$ cat src/rtl/lfsr_pkg.sv
package lfsr_pkg;

    typedef enum logic {
        ARCH_MANY_TO_ONE = 1'b0,
        ARCH_ONE_TO_MANY = 1'b1
    } arch_e;

    typedef enum logic [2:0] {
        ST_IDLE  = 3'd0,
        ST_RUN   = 3'd1,
        ST_FOUND = 3'd2,
        ST_NORET = 3'd3,
        ST_LOCK  = 3'd4
    } meter_st_e;

endpackage

$ cat src/rtl/lfsr_step.sv
module lfsr_step
    import lfsr_pkg::*;
#(
    parameter int N = 4
) (
    input  arch_e          arch,
    input  logic [N-1:0]   taps,
    input  logic [N-1:0]   cur,
    output logic [N-1:0]   nxt
);

    logic [N-1:0] ext_n;
    logic [N-1:0] int_n;
    logic         fb_ext;

    // single reduction over tapped stages
    assign fb_ext = ^(cur & taps);

    for (genvar i = 0; i < N; i++) begin : g_stage
        if (i == 0) begin : g_ext_first
            assign ext_n[i] = fb_ext;
        end else begin : g_ext_shift
            assign ext_n[i] = cur[i-1];
        end

        if (i == N-1) begin : g_int_top
            assign int_n[i] = cur[0];
        end else begin : g_int_mid
            assign int_n[i] = cur[i+1] ^ (taps[i] & cur[0]);
        end
    end

    always_comb begin
        unique case (arch)
            ARCH_MANY_TO_ONE: nxt = ext_n;
            ARCH_ONE_TO_MANY: nxt = int_n;
            default:          nxt = ext_n;
        endcase
    end

endmodule

$ cat src/rtl/lfsr_core.sv
module lfsr_core
    import lfsr_pkg::*;
#(
    parameter int N = 4,
    parameter logic [N-1:0] SEED_INIT = 1
) (
    input  logic          clk,
    input  logic          rst_n,
    input  logic          load,
    input  logic          adv,
    input  logic          arch_sel,
    input  logic [N-1:0]  tap_mask,
    input  logic [N-1:0]  seed,
    output logic [N-1:0]  lfsr_q,
    output logic [N-1:0]  lfsr_nxt,
    output logic [N-1:0]  seed_q
);

    arch_e        arch_q;
    logic [N-1:0] taps_q;

    lfsr_step #(.N(N)) u_step (
        .arch (arch_q),
        .taps (taps_q),
        .cur  (lfsr_q),
        .nxt  (lfsr_nxt)
    );

    always_ff @(posedge clk or negedge rst_n) begin
        if (!rst_n) begin
            arch_q <= ARCH_MANY_TO_ONE;
            taps_q <= '0;
            seed_q <= SEED_INIT;
            lfsr_q <= SEED_INIT;
        end else if (load) begin
            arch_q <= arch_e'(arch_sel);
            taps_q <= tap_mask;
            seed_q <= seed;
            lfsr_q <= seed;
        end else if (adv) begin
            lfsr_q <= lfsr_nxt;
        end
    end

endmodule

$ cat src/rtl/lfsr_period_fsm.sv
module lfsr_period_fsm
    import lfsr_pkg::*;
#(
    parameter int N = 4
) (
    input  logic          clk,
    input  logic          rst_n,
    input  logic          load,
    input  logic          step_en,
    input  logic [N-1:0]  seed,
    input  logic [N-1:0]  seed_q,
    input  logic [N-1:0]  lfsr_q,
    input  logic [N-1:0]  lfsr_nxt,
    output logic [N:0]    period,
    output logic          active,
    output logic          done,
    output logic          no_return,
    output logic          locked
);

    localparam logic [N:0] CNT_FULL = {1'b1, {N{1'b0}}};
    localparam logic [N:0] CNT_LAST = CNT_FULL - 1'b1;

    meter_st_e  st_q, st_d;
    logic [N:0] cnt_q, cnt_d;

    // state and counter register
    always_ff @(posedge clk or negedge rst_n) begin
        if (!rst_n) begin
            st_q  <= ST_IDLE;
            cnt_q <= '0;
        end else begin
            st_q  <= st_d;
            cnt_q <= cnt_d;
        end
    end

    // transitions
    always_comb begin
        st_d  = st_q;
        cnt_d = cnt_q;
        if (load) begin
            st_d  = (seed == '0) ? ST_LOCK : ST_RUN;
            cnt_d = '0;
        end else begin
            unique case (st_q)
                ST_IDLE: st_d = ST_IDLE;
                ST_RUN: begin
                    if (step_en) begin
                        cnt_d = cnt_q + 1'b1;
                        if (lfsr_nxt == seed_q) begin
                            st_d = ST_FOUND;
                        end else if (cnt_q == CNT_LAST) begin
                            st_d = ST_NORET;
                        end
                    end
                end
                ST_FOUND: st_d = ST_FOUND;
                ST_NORET: st_d = ST_NORET;
                ST_LOCK:  st_d = ST_LOCK;
                default:  st_d = ST_IDLE;
            endcase
        end
    end

    // outputs
    always_comb begin
        period    = cnt_q;
        active    = 1'b0;
        done      = 1'b0;
        no_return = 1'b0;
        unique case (st_q)
            ST_IDLE:  active = 1'b0;
            ST_RUN:   active = 1'b1;
            ST_FOUND: begin active = 1'b1; done = 1'b1; end
            ST_NORET: begin active = 1'b1; no_return = 1'b1; end
            ST_LOCK:  active = 1'b1;
            default:  active = 1'b0;
        endcase
        locked = active && (lfsr_q == '0);
    end

endmodule

$ cat src/rtl/lfsr_period_meter.sv
module lfsr_period_meter
    import lfsr_pkg::*;
#(
    parameter int N = 4,
    parameter logic [N-1:0] SEED_INIT = 1
) (
    input  logic          clk,
    input  logic          rst_n,
    input  logic          load,
    input  logic          step_en,
    input  logic          arch_sel,
    input  logic [N-1:0]  tap_mask,
    input  logic [N-1:0]  seed,
    output logic [N-1:0]  lfsr_state,
    output logic [N:0]    period,
    output logic          done,
    output logic          no_return,
    output logic          locked,
    output logic [N:0]    max_period
);

    localparam logic [N:0] MAX_LEN = {1'b0, {N{1'b1}}};

    logic [N-1:0] nxt_w;
    logic [N-1:0] seed_w;
    logic         active_w;

    lfsr_core #(.N(N), .SEED_INIT(SEED_INIT)) u_core (
        .clk      (clk),
        .rst_n    (rst_n),
        .load     (load),
        .adv      (step_en && active_w),
        .arch_sel (arch_sel),
        .tap_mask (tap_mask),
        .seed     (seed),
        .lfsr_q   (lfsr_state),
        .lfsr_nxt (nxt_w),
        .seed_q   (seed_w)
    );

    lfsr_period_fsm #(.N(N)) u_fsm (
        .clk       (clk),
        .rst_n     (rst_n),
        .load      (load),
        .step_en   (step_en),
        .seed      (seed),
        .seed_q    (seed_w),
        .lfsr_q    (lfsr_state),
        .lfsr_nxt  (nxt_w),
        .period    (period),
        .active    (active_w),
        .done      (done),
        .no_return (no_return),
        .locked    (locked)
    );

    assign max_period = MAX_LEN;

endmodule

$ cat config.mk
export PLATFORM = sky130hd
export DESIGN_NAME = lfsr_period_meter
export DESIGN_NICKNAME = d
export VERILOG_FILES = /design/src/rtl/lfsr_pkg.sv /design/src/rtl/lfsr_step.sv /design/src/rtl/lfsr_core.sv /design/src/rtl/lfsr_period_fsm.sv /design/src/rtl/lfsr_period_meter.sv
export SDC_FILE = /design/constraint.sdc
export NUM_CORES = 1
export LEC_CHECK = 0
export ABC_AREA = 1
export BUFFER_PORTS_ARGS = -buffer_cell sky130_fd_sc_hd__buf_2
export CAP_MARGIN = 20
export CELL_PAD_IN_SITES_DETAIL_PLACEMENT = 1
export CELL_PAD_IN_SITES_GLOBAL_PLACEMENT = 1
export CORE_ASPECT_RATIO = 1.25
export CORE_MARGIN = 1
export CORE_UTILIZATION = 40
export CTS_CLUSTER_SIZE = 40
export DETAILED_ROUTE_END_ITERATION = 12
export GPL_ROUTABILITY_DRIVEN = 1
export MAX_ROUTING_LAYER = met4
export PLACE_DENSITY = 0.81
export SLEW_MARGIN = 40
export SYNTH_ARGS = -nofsm -noshare
export SYNTH_HDL_FRONTEND = slang
export SYNTH_SLANG_ARGS = --single-unit
$ cat constraint.sdc
create_clock -name clk -period 2.7 [get_ports clk]
set_input_delay 0.54 -clock clk [delete_from_list [all_inputs] [get_ports clk]]
set_output_delay 0.54 -clock clk [all_outputs]
set_load 0.01 [all_outputs]
==> results.yml, run 1 <==
status:
  status: "complete, no violations"
global_routing:
  grt_antenna_before_repair: 0
  grt_pass1_wl_um: 5640
  gr-usage-all-layers_pct: 22.2
  grt_pass1_vias: 1327
  grt-ovfl-total: 0
  grt_max_degree: 22
sta:
  setup_viol: 0
  holdWs_ps: 163
  maxSlewViolCount: 0
  timing.final.crit_period_ps: 2050
  fin_crit_sh_pct: 76.0
  max_freq_ghz: 0.488
  finalHoldViolations: 0
  rsz0062_at_grt: "no"
  finClkSkew_ps: 19.8
  fin_ws_ps: 649
  fin_tns_setup_ps: 0
route:
  via_per_inst: 5.01
  num_vias: 1257
  first_iter_violations: 34
  ant_nets: 0
  routedWlPerCell_um: 13.1
  wirelength_um: 3280
  firstDrtPassIters: 3
  drc_errors: 0
power:
  vdd_drop_max_mv: 0.288
  pwr-share-comb_pct: 32.0
  p_leak_nw: 0.830
  pwr-share-clk_pct: 19.4
  power_mw: 0.806
  power.density_nw_per_um2: 550
  power_frac_seq_pct: 48.6
  p_int_mw: 0.498
  p_sw_mw: 0.308
  p_sw_share_pct: 38.2
job:
  drv_cap: 0
critical_path:
  r2r-end: "u_fsm.st_q[0]$_DFFE_PN0P_"
  r2r_cells: 13
  start_kind: "register"
  crit_required_ps: 2160
  cp-startpoint: "u_fsm.st_q[1]$_DFFE_PN0P_"
  critPathCapture: "locked"
  critPathKind: "reg2out"
  worstPathArrival_ps: 1510
  cp-end-kind: "primary output"
  r2r_slack_ps: 1050
  cp_max_fo: 4
  reg2reg_from: "u_core.lfsr_q[0]$_DFFE_PN1P_"
floorplan:
  die_area_um2: 3530
  fp.dieW_um: 53.4
  die_h_um: 66.2
  core_um2: 3030
  pin_count: 30
  num_rows: 22
  start_util_pct: 43.6
synthesis:
  ys_warn_count: 0
  ys_seq_area_share_pct: 40.0
  synth.avg_cell_area_um2: 6.83
  netlist-cell-type-count: 25
  synthMuxAreaShare_pct: 0
  ys_ff_latch: 21
  synthXorXnorAreaFrac_pct: 0
  synthAdderAreaFrac_pct: 1.90
  synth_top_family_by_area: "simple AND/OR/NAND/NOR gates"
  synth_compound_area_share_pct: 8.25
  netlist_area_um2: 1320
  syn_inst: 193
  synthSimpleGateAreaFrac_pct: 37.2
placed_design:
  port_buffers: 24
  postPlaceCellArea_um2: 1440
  hpwl_um: 2630
  globalplace.congestion: 0.857
  place_inst: 247
  dpl_worst_slack_ps: 932
cts:
  clock_path_buffers: 2
  post_cts_buffers: 0
  cts_tree: "done"
  cts_root_buf: "clkbuf_4"
  cts_sinks: 21
  cts_resized: 0
  clk_pin_slew_ps: 130
  cts_made_buffers: 3
  clkLatencyLatePin_ps: 310
  htree_levels: 1
  postCtsHoldBufs: 0
layout:
  final_cell_mix: "nand2_1, inv_1, buf_2, dfrtp_1"
  fin_cells: 251
  antenna_cells: 0
  final_util_pct: 48.4
  stdcell_area_um2: 1470
  syn2layout_area_growth_pct: 11.1
  drive_above_1_share_pct: 21.4
  layout_commonest_cell: "nand2_1"
  fillers: 432
  nNetsFinal: 231
min_path:
  hold_class: "in2async"
==> synth_stat cells <==
library cell | n | area share [%]
a211oi_1 | 1 | 0.57
nor2_2 | 4 | 1.9
clkinv_2 | 1 | 0.38
a31oi_1 | 1 | 0.47
conb_1 | 2 | 0.57
o22ai_1 | 1 | 0.47
clkbuf_1 | 3 | 0.85
nand3_1 | 12 | 4.6
nand4_1 | 2 | 0.95
inv_1 | 24 | 6.8
nor3_1 | 4 | 1.5
a21oi_1 | 3 | 1.1
inv_2 | 2 | 0.57
o21ai_2 | 1 | 0.66
nor2_1 | 12 | 3.4
nor2_4 | 1 | 0.85
nand3_2 | 2 | 1.5
ha_1 | 2 | 1.9
o21ai_0 | 12 | 4.6
nand2_1 | 69 | 20
nand2_2 | 6 | 2.8
o21ai_1 | 1 | 0.38
dfrtp_1 | 19 | 36
buf_4 | 6 | 3.4
dfstp_2 | 2 | 4.0
==> worst min-delay path by stage <==
stage / start / to / slack (ps) / depth (start not counted)
2_1_floorplan: rst_n / u_core.arch_q$_DFFE_PN0P_ / 240 / 0
3_3_place_gp: u_core.taps_q[3]$_DFFE_PN0P_ / u_core.taps_q[3]$_DFFE_PN0P_ / 480 / 2
3_5_place_dp: u_core.taps_q[3]$_DFFE_PN0P_ / u_core.taps_q[3]$_DFFE_PN0P_ / 480 / 2
4_1_cts: rst_n / u_core.lfsr_q[1]$_DFFE_PN0P_ / 190 / 1
5_1_grt: rst_n / u_core.lfsr_q[1]$_DFFE_PN0P_ / 200 / 1
6_report: rst_n / u_core.lfsr_q[2]$_DFFE_PN0P_ / 160 / 1
==> cell families (layout without fill, tap and decap cells) <==
group | count (synthesis) | in the layout
fa+ha+maj | 2 | 2
other cells | 2 | 5
flops | 21 | 21
simple gates | 112 | 112
buf+inv | 36 | 55
compound gates | 20 | 20
==> flip-flops by register name, summed over array words and instances (netlist names) <==
name,flops
u_core.taps_q,4
u_core.lfsr_q,4
u_fsm.st_q,3
u_core.seed_q,4
u_fsm.period,5
u_core.arch_q,1
==> per-layer routing <==
metal	part of all wire (%)	GRT usage (%)	vias up
met3	2.0	2.07	5
met2	51	38.8	18
li1	-	-	638
met4	1.2	5.92	0
met1	45	26.8	596
met5	0	-	-
==> final cells by class <==
type	instances	area, µm²	area share [%]
clock buffer	4	26.3	1.79
inverter	27	103	7.00
multi-input combinational	139	643	43.9
sequential	21	528	36.0
tap	36	45.0	3.07
timing repair buffer	24	120	8.20
==> critical path, cell delays in order (launching register included) <==
cell and delay (ps):
dfrtp_1 430, nor3_1 310, nor2_1 120, nor3_1 180
buf_2 170
==> power groups by stage <==
| stage | Combinational (mW) | Sequential [mW] | Clock, mW |
|---|---|---|---|
| after CTS | 0.262 | 0.393 | 0.157 |
| after global routing | 0.297 | 0.399 | 0.172 |
| after floorplan | 0.183 | 0.393 | 0 |
| after detailed placement | 0.261 | 0.399 | 0 |
| final | 0.258 | 0.392 | 0.156 |
| after global placement | 0.248 | 0.395 | 0 |
No activity file was read; power rests on OpenSTA's default activity.
==> inputs of run 2 (changes only) <==
--- a/config.mk
+++ b/config.mk
@@ -12,12 +12,12 @@
 export CELL_PAD_IN_SITES_GLOBAL_PLACEMENT = 1
 export CORE_ASPECT_RATIO = 1.25
 export CORE_MARGIN = 1
-export CORE_UTILIZATION = 40
+export CORE_UTILIZATION = 33
 export CTS_CLUSTER_SIZE = 40
 export DETAILED_ROUTE_END_ITERATION = 12
 export GPL_ROUTABILITY_DRIVEN = 1
 export MAX_ROUTING_LAYER = met4
-export PLACE_DENSITY = 0.81
+export PLACE_DENSITY = 0.72
 export SLEW_MARGIN = 40
 export SYNTH_ARGS = -nofsm -noshare
 export SYNTH_HDL_FRONTEND = slang
==> constraint.sdc (replaced) <==
create_clock -name clk -period 1.81 [get_ports clk]
set_input_delay 0.362 -clock clk [delete_from_list [all_inputs] [get_ports clk]]
set_output_delay 0.362 -clock clk [all_outputs]
set_load 0.01 [all_outputs]
==> run 2 against run 1 <==
Net effect: sequential power up 49%; design area grew 5.3%; combinational power is 50% higher; wire length up 3.7%; global-route usage is 3.2 points lower; via count increased by 1.0%; power grew 60%; sequential cell count unchanged; critical endpoint unchanged; non-clock buffer count grew 3; largest cell class unchanged; final cell count rose by 8.4%.
==> results.yml, run 2 (synthesis results as in run 1) <==
floorplan:
  num_rows: 25
  start_util_pct: 34.6
  die_h_um: 72.7
  die_area_um2: 4250
  core_um2: 3820
  fp.dieW_um: 58.5
  pin_count: 30
critical_path:
  slowest_stage: "dfrtp_1"
  crit_top_cell: "nor3_2"
  critPathKind: "reg2out"
  cp-end-kind: "primary output"
  path_cells: "inv_1 -> nor3_2 -> nor2_2 -> nor3_2 -> buf_2"
  crit_required_ps: 1450
  start_kind: "register"
  cp_max_fo: 3
  worstPathArrival_ps: 1290
  r2r_cells: 13
  max_stage_delay_ps: 370
global_routing:
  grtUsageMet1_pct: 22.4
  grt_antenna_before_repair: 0
  grt_pass1_wl_um: 5980
  met3_usage_pct: 1.77
  grt-busiest-layer: "met2"
  grt_use_met2_pct: 32.2
  grt-ovfl-total: 0
  grt_pass1_vias: 1332
  grt_max_degree: 22
  gr-usage-all-layers_pct: 19.0
placed_design:
  postPlaceCellArea_um2: 1480
  globalplace.congestion: 0.762
  hpwl_um: 2650
  port_buffers: 24
  dpl_worst_slack_ps: 251
  place_inst: 268
route:
  first_iter_violations: 21
  routedWlPerCell_um: 12.5
  drc_errors: 0
  num_vias: 1270
  via_per_inst: 4.67
  wirelength_um: 3400
  ant_nets: 0
  firstDrtPassIters: 4
sta:
  setup_viol: 0
  max_freq_ghz: 0.604
  finalHoldViolations: 0
  fin_crit_sh_pct: 91.4
  rsz0062_at_grt: "no"
  finClkSkew_ps: 4.53
  fin_ws_ps: 156
  timing.final.crit_period_ps: 1650
  holdWs_ps: 65.9
  maxSlewViolCount: 0
  tightest_slew_ps: 525
  fin_tns_setup_ps: 0
  timing.slew.headroom_pct: 65.0
cts:
  cts_sinks: 21
  clk_pin_slew_ps: 80
  postCtsHoldBufs: 0
  clock_path_buffers: 2
  cts_tree: "done"
  cts_made_buffers: 3
  post_cts_buffers: 0
  htree_levels: 1
  clkLatencyLatePin_ps: 260
  cts_root_buf: "clkbuf_8"
power:
  vdd_drop_max_mv: 0.421
  power.density_nw_per_um2: 837
  p_leak_nw: 0.856
  power_mw: 1.29
layout:
  largest_register_ffs: 5
  final_cell_mix: "nand2_1, inv_1, buf_2, dfrtp_1, nand3_1"
  drive_above_1_share_pct: 24.3
  antenna_cells: 0
  layout_commonest_cell: "nand2_1"
  nNetsFinal: 234
  fin_cells: 272
  stdcell_area_um2: 1540
  syn2layout_area_growth_pct: 17.0
  final_util_pct: 40.4
job:
  drv_cap: 0
min_path:
  hold_class: "in2async"
status:
  status: "complete, no violations"
## run 2: changes by cell type in the layout (fill, tap and decap cells not counted), moves of 2 or more
cell	change
buf_4	+3
nor3_1	-2
clkbuf_8	+3
nor3_2	+2
clkbuf_4	-3
## run 2: final timing paths
kind	startpoint	to	slack, ps
min in group clk	tap_mask[3]	u_core.taps_q[3]$_DFFE_PN0P_	300
max in group asynchronous	rst_n	u_core.seed_q[0]$_DFFE_PN1P_	1380
worst min register to register	u_core.taps_q[3]$_DFFE_PN0P_	u_core.taps_q[3]$_DFFE_PN0P_	480
worst min-delay path	rst_n	u_core.arch_q$_DFFE_PN0P_	70
worst max register to register	u_core.lfsr_q[0]$_DFFE_PN1P_	u_fsm.st_q[0]$_DFFE_PN0P_	260
worst max-delay path	u_fsm.st_q[2]$_DFFE_PN0P_	locked	160
## run 2: metal layers
metal | vias up | wire, µm
met1 | 604 | 1510
li1 | 636 | -
met4 | 0 | 93
met5 | - | 0
met2 | 22 | 1710
met3 | 8 | 81
## run 2: cell type report
class / count / area (µm²)
clock buffers: 3 / 41.3
clock inverters: 1 / 5.00
fillers: 525 / 2270
inverters: 27 / 103
multi-input cells: 139 / 656
flip-flops and latches: 21 / 528
well taps: 54 / 67.6
repair buffers: 27 / 143
## run 2: repair_timing
| item | in CTS | in global routing |
|---|---|---|
| endpoints found under the setup margin | 0 | 1 |
| resized for setup | 0 | 4 |
| endpoints found under the hold margin | 0 | 0 |
## run 2: critical path: cells and delay by family, from the launching register on
family / cells / cell delay (ps)
flip-flops: 1 / 370
AND/OR/NAND/NOR: 3 / 430
buffers and inverters: 2 / 230
## run 2: where the power goes
part	internal, mW	switching [mW]	total (mW)	leakage [nW]
Sequential	0.523	0.0617	0.585	0.258
Clock	0.154	0.165	0.318	0.0255
Combinational	0.139	0.248	0.388	0.573
Total	0.816	0.475	1.29	0.856
==> inputs of run 3 (changes only) <==
--- a/config.mk
+++ b/config.mk
@@ -17,7 +17,7 @@
 export DETAILED_ROUTE_END_ITERATION = 12
 export GPL_ROUTABILITY_DRIVEN = 1
 export MAX_ROUTING_LAYER = met4
-export PLACE_DENSITY = 0.72
+export PLACE_DENSITY = 0.76
 export SLEW_MARGIN = 40
 export SYNTH_ARGS = -nofsm -noshare
 export SYNTH_HDL_FRONTEND = slang
==> run 3 against run 2 <==
Net effect: utilization up 0.066 points; sequential cell count unchanged; die area unchanged; first-iteration DRC count up 57%; register-to-register slack about the same; global-route usage down 0.80 points; combinational power down 1%; critical path type unchanged; clock power up 2%; critical endpoint unchanged; sequential share of layout area down 0.055 points; worst hold slack worse by 16 ps.
==> results.yml, run 3 (synthesis results as in run 1) <==
placed_design:
  globalplace.congestion: 0.813
  hpwl_um: 2670
  port_buffers: 24
  place_inst: 268
  dpl_worst_slack_ps: 246
global_routing:
  grt_max_degree: 22
  grt_pass1_vias: 1292
  grt_pass1_wl_um: 5640
  grt-ovfl-total: 0
  grt_antenna_before_repair: 0
  gr-usage-all-layers_pct: 18.2
floorplan:
  num_rows: 25
  fp.dieW_um: 58.5
  die_h_um: 72.7
  core_um2: 3820
  pin_count: 30
  die_area_um2: 4250
  start_util_pct: 34.6
cts:
  clkLatencyLatePin_ps: 260
  post_cts_buffers: 0
  htree_levels: 1
  cts_root_buf: "clkbuf_8"
  cts_made_buffers: 3
  cts_tree: "done"
  cts_sinks: 21
  clk_pin_slew_ps: 80
  clock_path_buffers: 2
layout:
  final_util_pct: 40.5
  drive_above_1_share_pct: 24.3
  largest_register_ffs: 5
  fillers: 532
  layout_commonest_cell: "nand2_1"
  syn2layout_area_growth_pct: 17.2
  antenna_cells: 0
  final_cell_mix: "nand2_1, inv_1, buf_2, dfrtp_1"
  nNetsFinal: 234
  fin_cells: 272
sta:
  fin_crit_sh_pct: 92.4
  setup_viol: 0
  finClkSkew_ps: 1.21
  fin_ws_ps: 137
  fin_tns_setup_ps: 0
  finalHoldViolations: 0
  maxSlewViolCount: 0
  timing.final.crit_period_ps: 1670
  max_freq_ghz: 0.598
  rsz0062_at_grt: "no"
power:
  vdd_drop_max_mv: 0.309
  p_leak_nw: 0.852
  power.density_nw_per_um2: 837
route:
  routedWlPerCell_um: 12.3
  num_vias: 1264
  drc_errors: 0
  via_per_inst: 4.65
  ant_nets: 0
  wirelength_um: 3350
  firstDrtPassIters: 4
  first_iter_violations: 33
critical_path:
  critPathKind: "reg2out"
  worstPathArrival_ps: 1310
  cp_max_fo: 4
  start_kind: "register"
  cp-end-kind: "primary output"
  crit_required_ps: 1450
status:
  status: "complete, no violations"
job:
  drv_cap: 0
min_path:
  hold_class: "in2async"
-- run 3: cell types whose count changed in the layout (fill, tap and decap cells not counted) --
cell,change
clkinvlp_4,+1
clkinv_2,-1
o21ai_1,-1
o21ai_0,+1
-- run 3: area by class of cell --
| class | count | area [µm²] | share of cell area (%) |
|---|---|---|---|
| multi-input cells | 139 | 656 | 42.4 |
| clock inverters | 1 | 7.51 | 0.486 |
| flip-flops and latches | 21 | 528 | 34.2 |
| repair buffers | 27 | 143 | 9.23 |
| well taps | 54 | 67.6 | 4.37 |
| clock buffers | 3 | 41.3 | 2.67 |
| inverters | 27 | 103 | 6.64 |
-- run 3: critical path: stages (launching register included) --
cell     delay [ps]
dfrtp_1         430
o21ai_0         170
inv_1            80
nor2_2          160
nor3_2           60
buf_2           140
-- run 3: power breakdown --
group | switching [mW] | internal (mW) | total (mW)
logic | 0.245 | 0.139 | 0.384
registers | 0.0632 | 0.523 | 0.586
clock network | 0.167 | 0.156 | 0.323
total | 0.475 | 0.818 | 1.29
-- run 3: through the flow --
stage	cell area [µm²]	hold slack, ps	power [mW]
2_1_floorplan	1330	66.4	0.858
4_1_cts	1530	69.7	1.31
6_report	1550	49.8	1.29
3_3_place_gp	1480	360	0.976
3_5_place_dp	1480	361	0.983
5_1_grt	1550	88.7	1.40
-- run 3: final timing paths --
kind | from | to | slack [ps] | cells after the start
max | u_fsm.st_q[1]$_DFFE_PN0P_ | locked | 140 | 5
min | rst_n | u_core.seed_q[1]$_DFFE_PN0P_ | 50 | 1
max reg2reg | u_core.lfsr_q[0]$_DFFE_PN1P_ | u_fsm.st_q[0]$_DFFE_PN0P_ | 260 | 13
min reg2reg | u_core.seed_q[0]$_DFFE_PN1P_ | u_core.seed_q[0]$_DFFE_PN1P_ | 490 | 2
max in group asynchronous | rst_n | u_core.lfsr_q[0]$_DFFE_PN1P_ | 1410 | 1
min in group clk | tap_mask[3] | u_core.taps_q[3]$_DFFE_PN0P_ | 300 | 3
-- run 3: layer usage --
layer,wire length [µm],vias up,track usage (%)
li1,-,634,-
met1,1420,605,20.1
met2,1820,21,33.7
met3,62,4,1.06
met4,52,0,7.14
met5,0,-,-
-- run 3: repair_timing --
| item | in CTS | in global routing |
|---|---|---|
| resized for setup | 0 | 3 |
| hold buffers | 0 | 0 |
| endpoints found under the setup margin | 0 | 1 |
